===== src/rtl/sdcal_pkg.sv =====
package sdcal_pkg;
  typedef enum logic [1:0] {
    ST_CONV = 2'd0,
    ST_SOZ  = 2'd1,
    ST_SOF  = 2'd2,
    ST_BGZ  = 2'd3
  } cal_state_t;

  localparam logic [2:0] MODE_NORM = 3'b000;
  localparam logic [2:0] MODE_SOFF = 3'b100;
  localparam logic [2:0] MODE_BG   = 3'b101;

  localparam logic [1:0] SRC_AIN  = 2'd0;
  localparam logic [1:0] SRC_ZERO = 2'd1;
  localparam logic [1:0] SRC_REF  = 2'd2;
endpackage


===== src/rtl/sdcal_ctrl.sv =====
module sdcal_ctrl
  import sdcal_pkg::*;
#(
  parameter int STEP_TICKS = 3
) (
  input  logic       clk,
  input  logic       rst,
  input  logic       mode_wr,
  input  logic [2:0] mode_wdata,
  input  logic       out_tick,
  input  logic       filt_sync,
  output logic [2:0] mode_q,
  output logic [1:0] src,
  output logic       zs_sh_ld,
  output logic       so_commit,
  output logic       bg_ld,
  output logic       res_valid
);
  localparam int CW = $clog2(STEP_TICKS + 1);
  localparam logic [CW-1:0] LAST = CW'(STEP_TICKS - 1);

  cal_state_t st_q;
  logic [CW-1:0] cnt_q;
  logic settled_q;
  logic bg_act, sync_eff, adv, last;

  assign bg_act   = (mode_q == MODE_BG);
  assign sync_eff = filt_sync && !bg_act && !mode_wr;
  assign adv      = out_tick && !mode_wr && !sync_eff;
  assign last     = (cnt_q == LAST);

  assign zs_sh_ld  = adv && last && (st_q == ST_SOZ);
  assign so_commit = adv && last && (st_q == ST_SOF);
  assign bg_ld     = adv && last && (st_q == ST_BGZ);
  assign res_valid = adv && (st_q == ST_CONV) && (settled_q || last);

  always_comb begin
    case (st_q)
      ST_SOF:  src = SRC_REF;
      ST_BGZ:  src = SRC_ZERO;
      default: src = SRC_AIN;
    endcase
  end

  always_ff @(posedge clk) begin
    if (rst) begin
      st_q      <= ST_CONV;
      cnt_q     <= '0;
      settled_q <= 1'b0;
      mode_q    <= MODE_NORM;
    end else if (mode_wr) begin
      mode_q    <= mode_wdata;
      cnt_q     <= '0;
      settled_q <= 1'b0;
      if (mode_wdata == MODE_SOFF)    st_q <= ST_SOZ;
      else if (mode_wdata == MODE_BG) st_q <= ST_BGZ;
      else                            st_q <= ST_CONV;
    end else if (sync_eff) begin
      cnt_q     <= '0;
      settled_q <= 1'b0;
    end else if (out_tick) begin
      case (st_q)
        ST_SOZ: begin
          if (last) begin
            st_q  <= ST_SOF;
            cnt_q <= '0;
          end else cnt_q <= cnt_q + 1'b1;
        end
        ST_SOF: begin
          if (last) begin
            st_q      <= ST_CONV;
            cnt_q     <= '0;
            settled_q <= 1'b0;
            mode_q    <= MODE_NORM;
          end else cnt_q <= cnt_q + 1'b1;
        end
        ST_BGZ: begin
          if (last) begin
            st_q  <= ST_CONV;
            cnt_q <= '0;
          end else cnt_q <= cnt_q + 1'b1;
        end
        default: begin
          if (!settled_q) begin
            if (last) begin
              cnt_q <= '0;
              if (bg_act) st_q <= ST_BGZ;
              else        settled_q <= 1'b1;
            end else cnt_q <= cnt_q + 1'b1;
          end
        end
      endcase
    end
  end

  AST_MODE_CLEAR: assert property (@(posedge clk) disable iff (rst)
    so_commit |=> (mode_q == MODE_NORM));
  AST_BG_HOLD: assert property (@(posedge clk) disable iff (rst)
    (bg_act && !mode_wr) |=> (mode_q == MODE_BG));
  AST_NO_RES_IN_CAL: assert property (@(posedge clk) disable iff (rst)
    (src != SRC_AIN) |-> !res_valid);
endmodule


===== src/rtl/sdcal_coef.sv =====
module sdcal_coef #(
  parameter int W = 24
) (
  input  logic         clk,
  input  logic         rst,
  input  logic [W-1:0] raw,
  input  logic         zs_sh_ld,
  input  logic         so_commit,
  input  logic         bg_ld,
  output logic [W-1:0] zs_q,
  output logic [W-1:0] fs_q
);
  localparam logic [W-1:0] FS_UNITY = {1'b1, {(W-1){1'b0}}};

  logic [W-1:0] zs_sh;

  always_ff @(posedge clk) begin
    if (rst) begin
      zs_sh <= '0;
      zs_q  <= '0;
      fs_q  <= FS_UNITY;
    end else begin
      if (zs_sh_ld) zs_sh <= raw;
      if (so_commit) begin
        zs_q <= zs_sh;
        fs_q <= raw;
      end else if (bg_ld) begin
        zs_q <= raw;
      end
    end
  end

  AST_FS_ONLY_COMMIT: assert property (@(posedge clk) disable iff (rst)
    !so_commit |=> $stable(fs_q));
  AST_ZS_ONLY_LOAD: assert property (@(posedge clk) disable iff (rst)
    (!so_commit && !bg_ld) |=> $stable(zs_q));
endmodule


===== src/rtl/sdcal_corr.sv =====
module sdcal_corr #(
  parameter int W = 24
) (
  input  logic         clk,
  input  logic         rst,
  input  logic         res_valid,
  input  logic         bipolar,
  input  logic [W-1:0] raw,
  input  logic [W-1:0] zs,
  output logic [W-1:0] data_q
);
  localparam int XW = W + 2;
  localparam logic signed [XW-1:0] MID  = XW'(1) <<< (W - 1);
  localparam logic signed [XW-1:0] MAXV = (XW'(1) <<< W) - XW'(1);

  logic signed [XW-1:0] diff;
  logic [W-1:0] clamped;

  always_comb begin
    diff = $signed({2'b00, raw}) - $signed({2'b00, zs});
    if (bipolar) diff = diff + MID;
    if (diff < 0)         clamped = '0;
    else if (diff > MAXV) clamped = '1;
    else                  clamped = diff[W-1:0];
  end

  always_ff @(posedge clk) begin
    if (rst)            data_q <= '0;
    else if (res_valid) data_q <= clamped;
  end

  AST_UNI_FLOOR: assert property (@(posedge clk) disable iff (rst)
    (res_valid && !bipolar && (raw < zs)) |=> (data_q == '0));
endmodule


===== src/rtl/sdcal_rdy.sv =====
module sdcal_rdy (
  input  logic clk,
  input  logic rst,
  input  logic mode_wr,
  input  logic mod_tick,
  input  logic rd_strobe,
  input  logic res_valid,
  output logic drdy_n
);
  logic pend_q;

  always_ff @(posedge clk) begin
    if (rst) begin
      drdy_n <= 1'b1;
      pend_q <= 1'b0;
    end else if (res_valid) begin
      drdy_n <= 1'b0;
      pend_q <= 1'b0;
    end else begin
      if (mode_wr)                 pend_q <= 1'b1;
      else if (mod_tick && pend_q) pend_q <= 1'b0;
      if (rd_strobe || (mod_tick && pend_q && !mode_wr)) drdy_n <= 1'b1;
    end
  end

  AST_RD_RAISES: assert property (@(posedge clk) disable iff (rst)
    (rd_strobe && !res_valid) |=> drdy_n);
  AST_RES_LOWERS: assert property (@(posedge clk) disable iff (rst)
    res_valid |=> !drdy_n);
  AST_PEND_RISE: assert property (@(posedge clk) disable iff (rst)
    (pend_q && mod_tick && !res_valid && !mode_wr) |=> drdy_n);
endmodule


===== src/rtl/sdcal_seq.sv =====
module sdcal_seq #(
  parameter int W          = 24,
  parameter int STEP_TICKS = 3
) (
  input  logic         clk,
  input  logic         rst,
  input  logic         mode_wr,
  input  logic [2:0]   mode_wdata,
  input  logic         bipolar,
  input  logic         out_tick,
  input  logic         mod_tick,
  input  logic [W-1:0] raw_data,
  input  logic         filt_sync,
  input  logic         rd_strobe,
  output logic         drdy_n,
  output logic [2:0]   mode_rd,
  output logic [1:0]   meas_src,
  output logic [W-1:0] zs_coef,
  output logic [W-1:0] fs_coef,
  output logic [W-1:0] data_out
);
  logic zs_sh_ld, so_commit, bg_ld, res_valid;

  sdcal_ctrl #(.STEP_TICKS(STEP_TICKS)) ctrl_i (
    .clk(clk), .rst(rst), .mode_wr(mode_wr), .mode_wdata(mode_wdata),
    .out_tick(out_tick), .filt_sync(filt_sync), .mode_q(mode_rd),
    .src(meas_src), .zs_sh_ld(zs_sh_ld), .so_commit(so_commit),
    .bg_ld(bg_ld), .res_valid(res_valid)
  );

  sdcal_coef #(.W(W)) coef_i (
    .clk(clk), .rst(rst), .raw(raw_data), .zs_sh_ld(zs_sh_ld),
    .so_commit(so_commit), .bg_ld(bg_ld), .zs_q(zs_coef), .fs_q(fs_coef)
  );

  sdcal_corr #(.W(W)) corr_i (
    .clk(clk), .rst(rst), .res_valid(res_valid), .bipolar(bipolar),
    .raw(raw_data), .zs(zs_coef), .data_q(data_out)
  );

  sdcal_rdy rdy_i (
    .clk(clk), .rst(rst), .mode_wr(mode_wr), .mod_tick(mod_tick),
    .rd_strobe(rd_strobe), .res_valid(res_valid), .drdy_n(drdy_n)
  );

  AST_BG_NO_FS: assert property (@(posedge clk) disable iff (rst)
    (mode_rd == 3'b101 && !mode_wr) |=> $stable(fs_coef));
endmodule


===== config.mk =====
export PLATFORM = sky130hd
export DESIGN_NAME = sdcal_seq
export DESIGN_NICKNAME = d
export VERILOG_FILES = /design/src/rtl/sdcal_pkg.sv /design/src/rtl/sdcal_ctrl.sv /design/src/rtl/sdcal_coef.sv /design/src/rtl/sdcal_corr.sv /design/src/rtl/sdcal_rdy.sv /design/src/rtl/sdcal_seq.sv
export SDC_FILE = /design/constraint.sdc
export NUM_CORES = 1
export LEC_CHECK = 0
export ABC_AREA = 1
export BUFFER_PORTS_ARGS = -buffer_cell sky130_fd_sc_hd__clkbuf_2
export CAP_MARGIN = 0
export CORE_MARGIN = 1
export CORE_UTILIZATION = 25
export CTS_CLUSTER_DIAMETER = 40
export DETAILED_ROUTE_END_ITERATION = 10
export HOLD_SLACK_MARGIN = 0.03
export SYNTH_ARGS = -nofsm -noshare
export SYNTH_HDL_FRONTEND = slang
export SYNTH_SLANG_ARGS = --single-unit

===== constraint.sdc =====
create_clock -name clk -period 4.45 [get_ports clk]
set_input_delay 0.89 -clock clk [delete_from_list [all_inputs] [get_ports clk]]
set_output_delay 0.89 -clock clk [all_outputs]
set_load 0.03 [all_outputs]

; ---- Word level (Yosys, flattened, before mapping)
; Cells that the tools add are included.
[classes]
addsub = 3
order_cmp = 2
n_eq_ne = 11
n_mux = 34
n_bitwise = 1
n_reduce_logical = 34
[ops]
columns = operator, count
row1 = 24-bit two-way mux, 4
row2 = 26-bit by 25-bit adder with 26-bit output (second input constant), 1
row3 = 26-bit by 25-bit > comparator with 1-bit output (second input constant), 1
row4 = 26-bit by 1-bit < comparator with 1-bit output (second input constant), 1
row5 = 2-bit two-way mux, 13
row6 = 26-bit two-way mux, 1
row7 = 24-bit by 24-bit subtractor with 25-bit output, 1
row8 = 3-bit two-way mux, 5
row9 = 1-bit logical AND, 12
row10 = 2-bit nonzero test, 6
row11 = 3-bit == test (second input constant), 3
row12 = 1-bit two-way mux, 8
row13 = 2-bit one-hot mux with 2 select lines, 2
row14 = 2-bit == test (second input constant), 3
row15 = 2-bit OR reduction, 3
row16 = 3-bit OR reduction, 2
row17 = 5-bit AND reduction, 1
row18 = 2-bit != test (second input constant), 2
row19 = 4-bit != test (second input constant), 1
row20 = 4-bit AND reduction, 1
row21 = 4-bit nonzero test, 1
row22 = 1-bit zero test, 3
row23 = 3-bit AND reduction, 1
row24 = 2-bit by 1-bit adder with 2-bit output (second input constant), 1
row25 = 7 further kinds, 8
[totals]
reg_bits = 106
output_inout_bits = 78
elab_cells = 95

; ---- Logic depth before layout (Yosys ltp)
[depth]
depth_word = 10
ltp_mapped = 17
ltp_nobuf = 17

; ---- By module
; From an unflattened synthesis, not the netlist that was laid out.
[unflattened]
hier_cells = 930
hier_area_um2 = 6177.2
[by_module_without_submodules]
columns = mod, instances, cells_each, area_per_inst_um2, seq_area_each_um2
row1 = sdcal_coef, 1, 392, 2926.6, 1441.4
row2 = sdcal_corr, 1, 437, 2653.8, 480.5
row3 = sdcal_ctrl, 1, 87, 509.2, 160.2
row4 = sdcal_rdy, 1, 14, 87.6, 40.0

; ---- Worst setup path after synthesis
; No wires, ideal clock.
[synth_timing]
path_kind = input port to flip-flop
start = in raw_data[0]
end = reg corr_i.data_q[16]
setup_ps = 112
arrival_time_ps = 2583
setup_slack_ps = 1755
cell_stages = 15
cell_sequence = inv_1 > ha_1 > inv_1 > fa_1 > nand3_1 > nand2_1 > nand2_1 > nand2_2 > nand2_1 > nand2_2 > a21oi_1 > a21oi_4 > buf_6 > nand2_1 > nand2_1
[synth_via]
elab_chain_cells = 6
word_cells_on_any_way = 7
cone_classes = 2 x add/sub / 2 x order compare / 3 x mux
[synth_rtl]
columns = element, line_no
row1 = from (decl), sdcal_seq.sv:12  ; input logic [W-1:0] raw_data,
row2 = 24-bit by 24-bit subtractor with 25-bit output (*), sdcal_corr.sv:20  ; diff = $signed({2'b00, raw}) - $signed({2'b00, zs});
row3 = 26-bit by 25-bit adder with 26-bit output, sdcal_corr.sv:21  ; if (bipolar) diff = diff + MID;
row4 = 26-bit two-way mux (*), sdcal_corr.sv:21
row5 = 26-bit by 25-bit > comparator with 1-bit output, sdcal_corr.sv:23  ; else if (diff > MAXV) clamped = '1;
row6 = 24-bit two-way mux, sdcal_corr.sv:23
row7 = 24-bit two-way mux (*), sdcal_corr.sv:22  ; if (diff < 0) clamped = '0;
row8 = to (signal assigned), sdcal_corr.sv:29  ; else if (res_valid) data_q <= clamped;
row9 = to (decl), sdcal_corr.sv:10  ; output logic [W-1:0] data_q
; Mark *: on every way between the ends. The rest lies on a longest branch, timed or not.
; A chain may end at the register's enable or synchronous reset.

; ---- Worst setup path in the final report
[layout_timing]
start = reg ctrl_i.st_q[0]
end = out meas_src[0]
[layout_via]
elab_chain_cells = 2
word_cells_on_any_way = 3
cone_classes = 2 x eq/ne / 1 x mux
[layout_rtl]
columns = element, line_no
row1 = from (decl), sdcal_ctrl.sv:22  ; cal_state_t st_q;
row2 = from (signal assigned), sdcal_ctrl.sv:47  ; st_q <= ST_CONV;
row3 = from (signal assigned), sdcal_ctrl.sv:55  ; if (mode_wdata == MODE_SOFF) st_q <= ST_SOZ;
row4 = from (signal assigned), sdcal_ctrl.sv:56  ; else if (mode_wdata == MODE_BG) st_q <= ST_BGZ;
row5 = 2-bit == test, sdcal_ctrl.sv:38  ; case (st_q)
row6 = 2-bit one-hot mux with 2 select lines (*), sdcal_ctrl.sv:38
row7 = to (decl), sdcal_seq.sv:17  ; output logic [1:0] meas_src,
; Marked as above.

==> out/results.txt <==
Hold_sp -> corr_i.data_q[13]
Antenna Cells -> 0
Synthesized Nets -> 875
Post-cts hold buffer count -> 0
Synthesis-to-finish area growth -> 19.2%
First-pass GRT wire length -> 27900 um
GRT Util Overall -> 0.151
Top_reg_cell synth -> dfxtp_1
Vias in the first global route -> 5191
Antenna Violating Nets Remaining -> 0
CP Launch Point -> ctrl_i.st_q[0]
Post-CTS Setup Repair Bufs -> 0
Chip Height -> 153 um
Most frequent cells in the layout -> 212 x nand2_1, 112 x clkbuf_2, 106 x dfxtp_1, 92 x inv_1, 79 x a21oi_1
Initial antenna violation count -> 0
Setup Skew -> 0.0137 ns
Share of cells above drive strength 1 -> 0.174
P per Cell Area -> 299 nW/um^2
DR iter-0 viols -> 295
Post-CTS sizing -> 0
CP required -> 3.56 ns
CTS root buffer -> clkbuf_16
Seq pwr share -> 0.473
CP Launch Type -> flop
Avg WL per Cell -> 14.5 um
Reg2reg start -> coef_i.zs_q[3]
Post-synth top area share -> 0.373
Die Wd -> 153 um
Met2 wire len -> 7650 um
Ys async rst share -> 0
DRT Pass-1 Iters -> 5
CORE AREA -> 22100 um^2
Setup TNS Final -> 0 ns
Dpl hpwl -> 13400 um
Pin count of the biggest net entering global routing -> 56
Cell-internal power -> 0.00143 W
CP Capture Type -> primary output
Post-synth EDFFs -> 0
Ports -> 113
Final Max Tran Viols -> 0
Post-synth top area cell -> dfxtp_1
Commonest non-fill, non-tap cell in the layout -> nand2_1
Die area -> 23400 um^2
CP arrival -> 1.97 ns
FMAX -> 0.349 GHz
# H-tree levels -> 3
Row cnt -> 54
VDD IR max -> 0.000181 V
Clock latency on the worst-skew pair -> 0.37 ns
Top routing layer in use -> met4
Hold Vio Cnt, Final -> 0
Maximum buffer depth of the clock tree -> 2
Routed WL -> 17300 um
CTS clock-pin slew for the worst setup and hold paths -> 0.09 ns
Worst-Margin Slew -> 0.811 ns
Cells after synthesis -> 815
Crit Path Class -> flop to primary output
Syn_area_per_cell -> 6.98 um^2
Net load switching power -> 0.000597 W
P_leak -> 3.03 nW
CP Max Fanout -> 28
CTS tree -> done
Clk sinks -> 106
Power share of the combinational group -> 0.125
Period minus WS final -> 2.86 ns
Hold WS -> 0.451 ns
Register bit total from synthesis -> 106
Fin nets -> 970
Synthesized area -> 5690 um^2
Largest cells by area after synthesis -> dfxtp_1 37%, nand2_1 14%, a21oi_1 6.9%
Total gr overflow -> 0
Vias -> 5498
Sequential area share after synthesis -> 0.373
Num CTS Buffers -> 9
Run status -> complete, no violations
RSZ-0062 raised after global routing -> no
Sw Share -> 0.294
DRC -> 0
GP Congestion -> 0.899
Period utilization -> 0.644
Tightest Hold Check Type -> flop to flop
Clock network fraction of total power -> 0.402
Initial core utilization -> 0.258
Yosys warnings -> 0
Setup violators final -> 0
Rel. slew slack -> 0.458
Max_cap viols -> 0
Synth cell types -> 36
Post-Route M1 WL -> 8600 um
Port buffer count -> 112
Met3 WL -> 774 um
Vias per inst -> 4.60
[cell type report]
type                            count  area [um^2]
Tap cell                          280          350
Inverter                           92          345
Multi-Input combinational cell    582         3050
Fill cell                        2437        15300
Clock buffer                        9          225
Clock inverter                      7         78.8
Sequential cell                   106         2120
Timing Repair Buffer              119          613
[cell families after synthesis]
logic type,after synthesis,share of synthesized area
flip-flops,106,0.373
buffers and inverters,127,0.0919
XOR/XNOR,16,0.0246
AO/OA/AOI/OAI,183,0.191
AND/OR/NAND/NOR,358,0.264
adder cells (fa/ha/maj),25,0.0563
[Yosys cell counts, types with 2 or more instances]
master,number
o21ai_0,44
a211oi_1,45
dfxtp_1,106
xor2_1,6
buf_2,4
xnor2_1,10
nand3_2,3
nand2_1,212
o21bai_1,2
buf_6,5
and2_1,2
buf_1,3
nor3_1,9
a31oi_1,2
nand4_1,10
ha_1,24
nand3_1,38
inv_1,92
nand2_2,10
a21oi_1,79
nor2_1,65
o211ai_1,2
nor2_2,6
o21a_1,2
clkbuf_1,22
a21oi_4,2
[per-stage QoR]
step / power, W / util / cells / cell area, um^2 / setup WS [ns]
after floorplan: 0.00115 / - / 815 / 5690 / 1.75
after global placement: 0.00124 / 0.293 / 1179 / 6480 / 1.31
after detailed placement: 0.00123 / 0.293 / 1179 / 6480 / 1.27
after CTS: 0.00205 / 0.307 / 1195 / 6780 / 1.59
after global routing: 0.00213 / 0.307 / 1195 / 6780 / 1.42
final: 0.00203 / 0.307 / 1195 / 6780 / 1.59
[power groups by stage]
stage / combinational [W] / sequential (W) / clock, W
final: 0.000254 / 0.000960 / 0.000816
after floorplan: 0.000167 / 0.000983 / 0
after CTS: 0.000253 / 0.000960 / 0.000840
after global placement: 0.000253 / 0.000982 / 0
after global routing: 0.000284 / 0.000962 / 0.000880
after detailed placement: 0.000252 / 0.000983 / 0
[worst max-delay path: stages, from the launching register on]
cell and delay (ns):
dfxtp_1 0.81, buf_4 0.42, nand2_1 0.10, inv_1 0.07
clkbuf_2 0.20
[per-layer routing]
metal | up-vias | global-route usage
li1 | 2862 | -
met1 | 2466 | 0.204
met4 | 0 | 0.0443
met2 | 149 | 0.241
met5 | - | 0
met3 | 21 | 0.0295
[final timing paths]
path                            end  slack (ns)  depth (start not counted)
setup / recovery        meas_src[0]        1.59                          4
hold / removal    corr_i.data_q[13]        0.45                          2
setup reg to reg  corr_i.data_q[13]        1.97                         12
hold reg to reg   corr_i.data_q[13]        0.45                          2
[registers in the layout (all words and copies together) (netlist names)]
register,count
coef_i.zs_q,24
coef_i.fs_q,24
ctrl_i.mode_q,3
corr_i.data_q,24
ctrl_i.cnt_q,2
ctrl_i.st_q,2
rdy_i.drdy_n,1
rdy_i.pend_q,1
ctrl_i.settled_q,1
coef_i.zs_sh,24
Note: power is estimated with default switching activity, not from simulation.
